`config.mk`:
```
export PLATFORM = sky130hd
export DESIGN_NAME = dsss_tx_framer
export DESIGN_NICKNAME = d
export VERILOG_FILES = /design/src/rtl/dsss_framer_pkg.sv /design/src/rtl/dsss_scrambler.sv /design/src/rtl/dsss_hdr_crc.sv /design/src/rtl/dsss_bit_sel.sv /design/src/rtl/dsss_tx_framer.sv
export SDC_FILE = /design/constraint.sdc
export NUM_CORES = 1
export LEC_CHECK = 0
export BUFFER_PORTS_ARGS = -buffer_cell sky130_fd_sc_hd__buf_2
export CAP_MARGIN = 5
export CELL_PAD_IN_SITES_DETAIL_PLACEMENT = 1
export CELL_PAD_IN_SITES_GLOBAL_PLACEMENT = 1
export CORE_AREA = 2 2 112 114
export CTS_CLUSTER_SIZE = 24
export DETAILED_ROUTE_END_ITERATION = 7
export DIE_AREA = 0 0 114 116
export GPL_ROUTABILITY_DRIVEN = 0
export PLACE_DENSITY = 0.82
export REMOVE_ABC_BUFFERS = 1
export SYNTH_ARGS = -nofsm -noshare
export SYNTH_HDL_FRONTEND = slang
export SYNTH_SLANG_ARGS = --single-unit
```
`constraint.sdc`:
```
create_clock -name clk -period 3.5 [get_ports clk]
set_input_delay 0 -clock clk [delete_from_list [all_inputs] [get_ports clk]]
set_output_delay 0 -clock clk [all_outputs]
set_load 0.05 [all_outputs]
```
`src/rtl/dsss_framer_pkg.sv`:
```
package dsss_framer_pkg;

    localparam int SFD_W = 16;
    localparam int CRC_W = 16;
    localparam logic [CRC_W-1:0] CRC_POLY = 16'h1021;

    typedef enum logic [2:0] {
        PH_IDLE = 3'd0,
        PH_SYNC = 3'd1,
        PH_SFD  = 3'd2,
        PH_HDR  = 3'd3,
        PH_PAY  = 3'd4
    } phase_e;

endpackage

```
`src/rtl/dsss_scrambler.sv`:
```
// Self-synchronizing division scrambler, output fed back into the register.
module dsss_scrambler #(
    parameter int W     = 7,
    parameter int TAP_A = 4,
    parameter int TAP_B = 7
) (
    input  logic         clk,
    input  logic         rst_n,
    input  logic         load,
    input  logic [W-1:0] seed,
    input  logic         step,
    input  logic         din,
    output logic         dout
);

    logic [W-1:0] s_q, s_d;

    assign dout = din ^ s_q[TAP_A-1] ^ s_q[TAP_B-1];

    always_comb begin
        s_d = s_q;
        if (load) begin
            s_d = seed;
        end else if (step) begin
            s_d = {s_q[W-2:0], dout};
        end
    end

    always_ff @(posedge clk) begin
        if (!rst_n) begin
            s_q <= '0;
        end else begin
            s_q <= s_d;
        end
    end

endmodule

```
`src/rtl/dsss_hdr_crc.sv`:
```
// Unrolled serial CRC over the header fields, bit 0 of the vector first.
module dsss_hdr_crc #(
    parameter int          DW   = 32,
    parameter int          CW   = 16,
    parameter logic [CW-1:0] POLY = 16'h1021
) (
    input  logic [DW-1:0] data,
    output logic [CW-1:0] crc
);

    logic [CW-1:0] chain [DW+1];

    assign chain[0] = '1;

    for (genvar i = 0; i < DW; i++) begin : g_stage
        logic fb;
        assign fb          = data[i] ^ chain[i][CW-1];
        assign chain[i+1]  = {chain[i][CW-2:0], 1'b0} ^ (fb ? POLY : '0);
    end

    assign crc = ~chain[DW];

endmodule

```
`src/rtl/dsss_bit_sel.sv`:
```
// Picks the unscrambled bit for the current phase and position.
module dsss_bit_sel
    import dsss_framer_pkg::*;
#(
    parameter int               HDR_W     = 48,
    parameter int               IW        = $clog2(HDR_W),
    parameter logic [SFD_W-1:0] SFD_LONG  = 16'hF3A0,
    parameter logic [SFD_W-1:0] SFD_SHORT = 16'h05CF
) (
    input  phase_e           ph,
    input  logic             short_m,
    input  logic [IW-1:0]    idx,
    input  logic [HDR_W-1:0] hdr,
    input  logic             pl_data,
    output logic             raw
);

    localparam int SFD_IW = $clog2(SFD_W);

    logic [SFD_W-1:0] sfd_w;

    assign sfd_w = short_m ? SFD_SHORT : SFD_LONG;

    always_comb begin
        unique case (ph)
            PH_SYNC: raw = ~short_m;
            PH_SFD:  raw = sfd_w[idx[SFD_IW-1:0]];
            PH_HDR:  raw = hdr[idx];
            PH_PAY:  raw = pl_data;
            default: raw = 1'b0;
        endcase
    end

endmodule

```
`src/rtl/dsss_tx_framer.sv`:
```
module dsss_tx_framer
    import dsss_framer_pkg::*;
#(
    parameter int                LONG_SYNC  = 128,
    parameter int                SHORT_SYNC = 56,
    parameter int                SEED_W     = 7,
    parameter int                FLD_W      = 8,
    parameter int                LEN_W      = 16,
    parameter logic [SEED_W-1:0] SHORT_SEED = 7'h1B,
    parameter logic [SFD_W-1:0]  SFD_LONG   = 16'hF3A0,
    parameter logic [SFD_W-1:0]  SFD_SHORT  = 16'h05CF
) (
    input  logic              clk,
    input  logic              rst_n,
    input  logic              bit_en,
    input  logic              start,
    input  logic              short_mode,
    input  logic [SEED_W-1:0] seed,
    input  logic [FLD_W-1:0]  sig_fld,
    input  logic [FLD_W-1:0]  svc_fld,
    input  logic [LEN_W-1:0]  len_fld,
    input  logic              pl_valid,
    input  logic              pl_data,
    output logic              tx_rdy,
    output logic              tx_bit,
    output logic              tx_bit_vld,
    output logic              busy
);

    localparam int DAT_W   = 2*FLD_W + LEN_W;
    localparam int HDR_W   = DAT_W + CRC_W;
    localparam int HDR_IW  = $clog2(HDR_W);
    localparam int SYNC_CW = $clog2(LONG_SYNC + 1);
    localparam int PAY_CW  = LEN_W + 3;
    localparam int CNT_W   = (PAY_CW > SYNC_CW) ? PAY_CW : SYNC_CW;

    localparam logic [CNT_W-1:0] LONG_LAST  = CNT_W'(LONG_SYNC - 1);
    localparam logic [CNT_W-1:0] SHORT_LAST = CNT_W'(SHORT_SYNC - 1);
    localparam logic [CNT_W-1:0] SFD_LAST   = CNT_W'(SFD_W - 1);
    localparam logic [CNT_W-1:0] HDR_LAST   = CNT_W'(HDR_W - 1);

    typedef struct packed {
        phase_e           ph;
        logic [CNT_W-1:0] cnt;
        logic             short_m;
        logic [HDR_W-1:0] hdr;
        logic             tx_bit;
        logic             tx_vld;
    } frm_t;

    frm_t q, d;

    logic [CRC_W-1:0]  crc_w;
    logic [LEN_W-1:0]  len_q_w;
    logic [CNT_W-1:0]  sync_last_w;
    logic [CNT_W-1:0]  pay_last_w;
    logic              raw_w;
    logic              scr_w;
    logic              emit_w;
    logic              load_w;
    logic [SEED_W-1:0] seed_w;

    dsss_hdr_crc #(
        .DW   (DAT_W),
        .CW   (CRC_W),
        .POLY (CRC_POLY)
    ) u_crc (
        .data ({len_fld, svc_fld, sig_fld}),
        .crc  (crc_w)
    );

    dsss_bit_sel #(
        .HDR_W     (HDR_W),
        .IW        (HDR_IW),
        .SFD_LONG  (SFD_LONG),
        .SFD_SHORT (SFD_SHORT)
    ) u_sel (
        .ph      (q.ph),
        .short_m (q.short_m),
        .idx     (q.cnt[HDR_IW-1:0]),
        .hdr     (q.hdr),
        .pl_data (pl_data),
        .raw     (raw_w)
    );

    assign load_w = (q.ph == PH_IDLE) && start;
    assign seed_w = short_mode ? SHORT_SEED : seed;

    dsss_scrambler #(
        .W     (SEED_W),
        .TAP_A (4),
        .TAP_B (7)
    ) u_scr (
        .clk   (clk),
        .rst_n (rst_n),
        .load  (load_w),
        .seed  (seed_w),
        .step  (emit_w),
        .din   (raw_w),
        .dout  (scr_w)
    );

    assign len_q_w     = q.hdr[2*FLD_W +: LEN_W];
    assign sync_last_w = q.short_m ? SHORT_LAST : LONG_LAST;
    assign pay_last_w  = CNT_W'({len_q_w, 3'b000}) - CNT_W'(1);

    // A bit leaves the block in this slot
    always_comb begin
        unique case (q.ph)
            PH_SYNC, PH_SFD, PH_HDR: emit_w = bit_en;
            PH_PAY:                  emit_w = bit_en & pl_valid;
            default:                 emit_w = 1'b0;
        endcase
    end

    always_comb begin
        d = q;
        unique case (q.ph)
            PH_IDLE: begin
                if (start) begin
                    d.ph      = PH_SYNC;
                    d.cnt     = '0;
                    d.short_m = short_mode;
                    d.hdr     = {crc_w, len_fld, svc_fld, sig_fld};
                end
            end
            PH_SYNC: begin
                if (emit_w) begin
                    if (q.cnt == sync_last_w) begin
                        d.ph  = PH_SFD;
                        d.cnt = '0;
                    end else begin
                        d.cnt = q.cnt + 1'b1;
                    end
                end
            end
            PH_SFD: begin
                if (emit_w) begin
                    if (q.cnt == SFD_LAST) begin
                        d.ph  = PH_HDR;
                        d.cnt = '0;
                    end else begin
                        d.cnt = q.cnt + 1'b1;
                    end
                end
            end
            PH_HDR: begin
                if (emit_w) begin
                    if (q.cnt == HDR_LAST) begin
                        d.ph  = (len_q_w == '0) ? PH_IDLE : PH_PAY;
                        d.cnt = '0;
                    end else begin
                        d.cnt = q.cnt + 1'b1;
                    end
                end
            end
            PH_PAY: begin
                if (emit_w) begin
                    if (q.cnt == pay_last_w) begin
                        d.ph  = PH_IDLE;
                        d.cnt = '0;
                    end else begin
                        d.cnt = q.cnt + 1'b1;
                    end
                end
            end
            default: begin
                d.ph  = PH_IDLE;
                d.cnt = '0;
            end
        endcase
        if (bit_en) begin
            d.tx_vld = emit_w;
            d.tx_bit = emit_w & scr_w;
        end
    end

    always_ff @(posedge clk) begin
        if (!rst_n) begin
            q <= '0;
        end else begin
            q <= d;
        end
    end

    assign tx_rdy     = (q.ph == PH_PAY) && bit_en;
    assign tx_bit     = q.tx_bit;
    assign tx_bit_vld = q.tx_vld;
    assign busy       = (q.ph != PH_IDLE);

endmodule

```
# Word level (Yosys, flattened, before mapping)
# Index checks and enable logic that the tools add are counted.
totals:
  regBits: 80
  word_cells: 165
  out_inout_bits: 4
  in_bits: 46
classes:
  bitwise: 69
  n_addsub: 2
  reduce_logical: 10
  n_lt_le_gt_ge: 2
  mux: 58
  eq_ne: 17
ops:
  columns: ["op", "n"]
  rows:
  - ["bitwise XOR 16 bit", 31]
  - ["two-way mux 13 bit", 32]
  - ["one-hot mux 22 bit (5 select lines)", 1]
  - ["two-way mux 22 bit", 4]
  - ["two-way mux 19 bit", 4]
  - ["two-way mux 71 bit", 1]
  - ["bitwise XOR 1 bit", 33]
  - ["two-way mux 7 bit", 4]
  - ["adder 19 x 1 -> 19 bit (second input constant)", 1]
  - ["== test 19 bit", 1]
  - ["== test 19 x 4 -> 1 bit (second input constant)", 1]
  - ["== test 19 x 6 -> 1 bit (second input constant)", 1]
  - ["== test 19 x 7 -> 1 bit", 1]
  - ["subtractor 19 x 1 -> 19 bit (second input constant)", 1]
  - ["inequality test 2 bit (second input constant)", 9]
  - ["zero test 16 bit", 1]
  - ["two-way mux 16 bit", 1]
  - ["NOT 16 bit", 1]
  - ["two-way mux 3 bit", 5]
  - ["NOT 15 bit", 1]
  - ["AND reduction 9 bit", 1]
  - ["less-than comparator 6 x 7 -> 1 bit (second input constant)", 1]
  - ["binary-select mux 1 bit (select 6 bit)", 1]
  - ["== test 3 x 2 -> 1 bit (second input constant)", 2]
  - ["16 further kinds", 19]

# Depth between registers and ports, before layout
logic_depth:
  word_depth: 98
  depth_mapped: 14
  ltp_nobuf: 11

# Cells and area by module
# Synthesis repeated with hierarchy kept, for this count alone.
unflattened:
  cells_unflattened: 659
  hier_area_um2: 5610.4
modules_own_cells:
  columns: ["mod", "cells_per_inst", "instances", "area_per_inst_um2", "seq_area_each_um2"]
  rows:
  - ["dsss_tx_framer", 489, 1, 3644.7, 1461.4]
  - ["dsss_hdr_crc", 78, 1, 1057.3, 0.0]
  - ["dsss_bit_sel", 60, 1, 565.5, 0.0]
  - ["dsss_scrambler", 32, 1, 342.8, 140.1]

# Least setup slack after synthesis
# OpenSTA, ideal clock, no wires.
synth_timing:
  kind: "reg2reg"
  from: "register q (netlist bit len_q_w[0])"
  to: "register q[55] (netlist bit)"
  setup_time_ps: 117
  stages_incl_launch_ff: 14
  synth_period_minus_slack_ps: 2978
  required_ps: 3383
  path_buffers: 3
  slack_ps: 522
  arrival_time_ps: 2862
  path_cell_list: "dfxtp_1 -> inv_1 -> ha_1 -> buf_2 -> or4b_1 -> clkbuf_1 -> nor2_1 -> xnor2_1 -> nand4_1 -> or4_1 -> o211ai_2 -> a21oi_2 -> buf_2 -> a22o_1"
synth_between:
  elab_chain_len: 5
synth_lines:
  columns: ["item", "line", "text"]
  rows:
  - ["from (decl)", "dsss_tx_framer.sv:51", "frm_t q, d;"]
  - ["from (signal assigned)", "dsss_tx_framer.sv:180", "q <= '0;"]
  - ["from (signal assigned)", "dsss_tx_framer.sv:182", "q <= d;"]
  - ["subtractor 19 x 1 -> 19 bit", "dsss_tx_framer.sv:105", "assign pay_last_w = CNT_W'({len_q_w, 3'b000}) - CNT_W'(1);"]
  - ["== test 19 bit", "dsss_tx_framer.sv:159", "if (q.cnt == pay_last_w) begin"]
  - ["two-way mux 19 bit", "dsss_tx_framer.sv:159", null]
  - ["two-way mux 22 bit", "dsss_tx_framer.sv:158", "if (emit_w) begin"]
  - ["one-hot mux 22 bit (5 select lines)", "dsss_tx_framer.sv:118", "unique case (q.ph)"]
# No other way between the ends. The select of a mux whose other input is x is not followed.
# A chain may end at the register's enable or synchronous reset.

# Worst setup path in the final report
# Same ends and word-level chain as after synthesis.

==> qor.csv <==
stage,metric,value,unit
outcome,status,"finished, violations left",
outcome,violated checks,negative hold slack,
setup_path,crit path max fanout,16,
final_layout,Layout Area Growth over Synthesis,17.54,%
pwr,VDD IR-drop max,0.3068,mV
clock_network,postcts setup bufs,0,
clock_network,Num CTS Buffers,9,
timing,Slew @ Worst Pin,0.7000,ns
final_layout,total area of sequential cells,1602,µm²
worst_hold_path,Hold Crit Class,in2reg,
clock_network,Max clock buf depth,2,
pwr,P per Cell Area,752.2,nW/µm²
clock_network,Worst-path clk slew,0.06,ns
yosys,Most used DFF post-synth,dfxtp_1,
global_routing,vias in the first global route,5306,
timing,final worst slack,0.2071,ns
timing,final setup fails,0,
setup_path,Setup CP Type,reg2reg,
yosys,Yosys warning total,0,
detailed_routing,vias per inst,6.035,
timing,final hold violation count,1,
timing,Final Max Slew Viols,0,
final_layout,area taken by multi-input logic gates,3642,µm²
detailed_routing,via count,5057,
detailed_routing,ANT nets after route,0,
yosys,top post-synthesis cells by area,"dfxtp_1 30%, xnor2_1 11%, nand2_1 8.0%",
setup_path,crit-path max cell delay,0.62,ns
global_routing,GR Util All Layers,0.2836,
detailed_routing,Total Routed Length,18.27,mm
pwr,total power,4.794,mW
floorplan,# IOs,50,
global_routing,Congestion Overflow GR,0,
timing,FMAX,303.7,MHz
floorplan,FP Rows,40,
placed_design,HPWL after DPL,11.86,mm
clock_network,"Clk Latency, worst-skew pair",0.35,ns
yosys,"Distinct cells, synth",68,
global_routing,initial antenna violation count,1,
setup_path,crit-path leading delay family,simple AND/OR/NAND/NOR gates,
setup_path,Critical Path Slowest Stage Cell,or4_1,
setup_path,Critical Path Source Type,register,
yosys,most frequent cell after synthesis,nand2_1,
setup_path,Crit path arrival time,3.54,ns
setup_path,"Req. time, crit path",3.74,ns
final_layout,net count reported at finish,733,
clock_network,clock sinks,80,
global_routing,largest net degree at the start of global routing,62,
timing,Fin Clk Skew,0.009258,ns
setup_path,crit-path cells,inv_1 -> ha_2 -> or4b_4 -> nor2_1 -> xnor2_1 -> nand4_1 -> or4_1 -> o211ai_4 -> a21oi_4 -> a21o_1 -> a22o_1,
detailed_routing,1st-pass router iterations,5,
timing,fin crit share,0.9408,
yosys,post-synthesis sequential area ratio,0.2953,
yosys,synthesized area,5423,µm²
timing,relative slew slack,0.5300,
setup_path,critical path endpoint category,register,
clock_network,CTS tree,done,
global_routing,first-pass GRT wire length,28.90,mm
floorplan,chip width,114,µm
detailed_routing,Iter 0 DRT Violations,316,
timing,Tmin final,3.293,ns
final_layout,share of cells above drive strength 1,0.1696,
yosys,share of the synthesized area in the top cell type,0.2953,
detailed_routing,routed len/inst,21.81,µm
pwr,Leak,2.451,nW
yosys,ys async rst share,0,
final_layout,final-layout fill cell count,1406,
run,max-cap violations,0,
final_layout,Post-Route Utilization,0.5351,
floorplan,Starting Density,0.4553,
timing,Hold Slack,-0.004258,ns
yosys,dominant cell type by area after synthesis,dfxtp_1,
clock_network,clock root cell,clkbuf_16,
yosys,number of synthesized flops with an enable pin,0,
floorplan,overall die area,13220,µm²
yosys,syn avg cell area,8.553,µm²
placed_design,DP Worst Slack,0.06828,ns
floorplan,core area,11910,µm²
floorplan,Die Ht,116,µm
yosys,synthesis-stage register bit count,80,
yosys,top post-synthesis cells by count,"115 x nand2_1, 80 x dfxtp_1, 71 x xnor2_1, 37 x clkbuf_1, 34 x a21boi_0",
setup_path,crit path buf inv count,1,
clock_network,CTS H-tree lvls,3,
placed_design,Port Buffers,49,
detailed_routing,Residual DRC,0,
yosys,cell count after synthesis,634,
report_power, final:
part	internal [mW]	total (mW)	switching (mW)	leakage, nW
logic	1.09	2.58	1.49	1.66
clock network	0.552	0.958	0.406	0.132
registers	1.09	1.26	0.165	0.655
layout make-up:
type,count,share of cell area
sequential,80,0.2513
inverter,8,0.004711
clock buffer,11,0.03651
tap,147,0.02886
clock inverter,5,0.009030
multi-input combinational,497,0.5715
antenna,1,0.0003926
timing repair buffer,89,0.09776
flip-flops by register name, summed over array words and instances (netlist names):
register,count
tx_bit_vld,1
u_scr.s_q,7
q,55
tx_bit,1
len_q_w,16
cells by family after synthesis:
logic type	count (synthesis)	share of synthesized area
compound gates	126	0.1664
xor+xnor	111	0.2060
fa+ha+maj	2	0.004614
buf+inv	57	0.04222
flops	80	0.2953
mux	23	0.07476
simple gates	235	0.2107
metrics by stage:
step                      cell area, µm²  setup TNS, ns  std cells
after global routing                6374       -0.07765        838
after CTS                           6329              0        837
after detailed placement            5728              0        790
after global placement              5728              0        790
final                               6374              0        838
after floorplan                     5224              0        585
final timing paths:
| check | startpoint | to | slack (ns) | cells past startpoint |
|---|---|---|---|---|
| setup / recovery | len_q_w[0] | q[55] | 0.21 | 11 |
| hold / removal | sig_fld[6] | q[8] | -0.004 | 3 |
| setup reg to reg | len_q_w[0] | q[55] | 0.21 | 11 |
| hold reg to reg | tx_bit_vld | tx_bit_vld | 0.47 | 2 |
metal layers:
metal | GRT usage | vias to the layer above | part of all wire | wire [µm]
met5 | 0 | - | 0 | 0
met4 | 0.1447 | 0 | 0.049 | 903
met3 | 0.03504 | 69 | 0.041 | 745
met2 | 0.5175 | 175 | 0.51 | 9361
met1 | 0.3271 | 2503 | 0.40 | 7264
li1 | - | 2310 | - | -
cells in the final DEF, fill, tap and decap left out, types with 13 or more instances in the layout:
cell           instances
xnor2_1               71
nand2_1              115
and2_1                13
mux4_2                14
nand3_1               21
nor2_1                18
buf_2                 49
dlygate4sd3_1         31
dfxtp_1               80
a21boi_0              34
a21oi_1               17
xor2_1                24
tightest hold or removal path, stage by stage:
cell and delay [ns]:
buf_2 0.15, nand2_1 0.07, a21boi_0 0.07
what timing repair did:
item / 4_1_cts / 5_1_grt
endpoints found under the setup margin: 0 / 14
hold buffers: 31 / 0
endpoints found under the hold margin: 31 / 0
gates resized for setup: 0 / 8
Note: power is estimated with default switching activity, not from simulation.
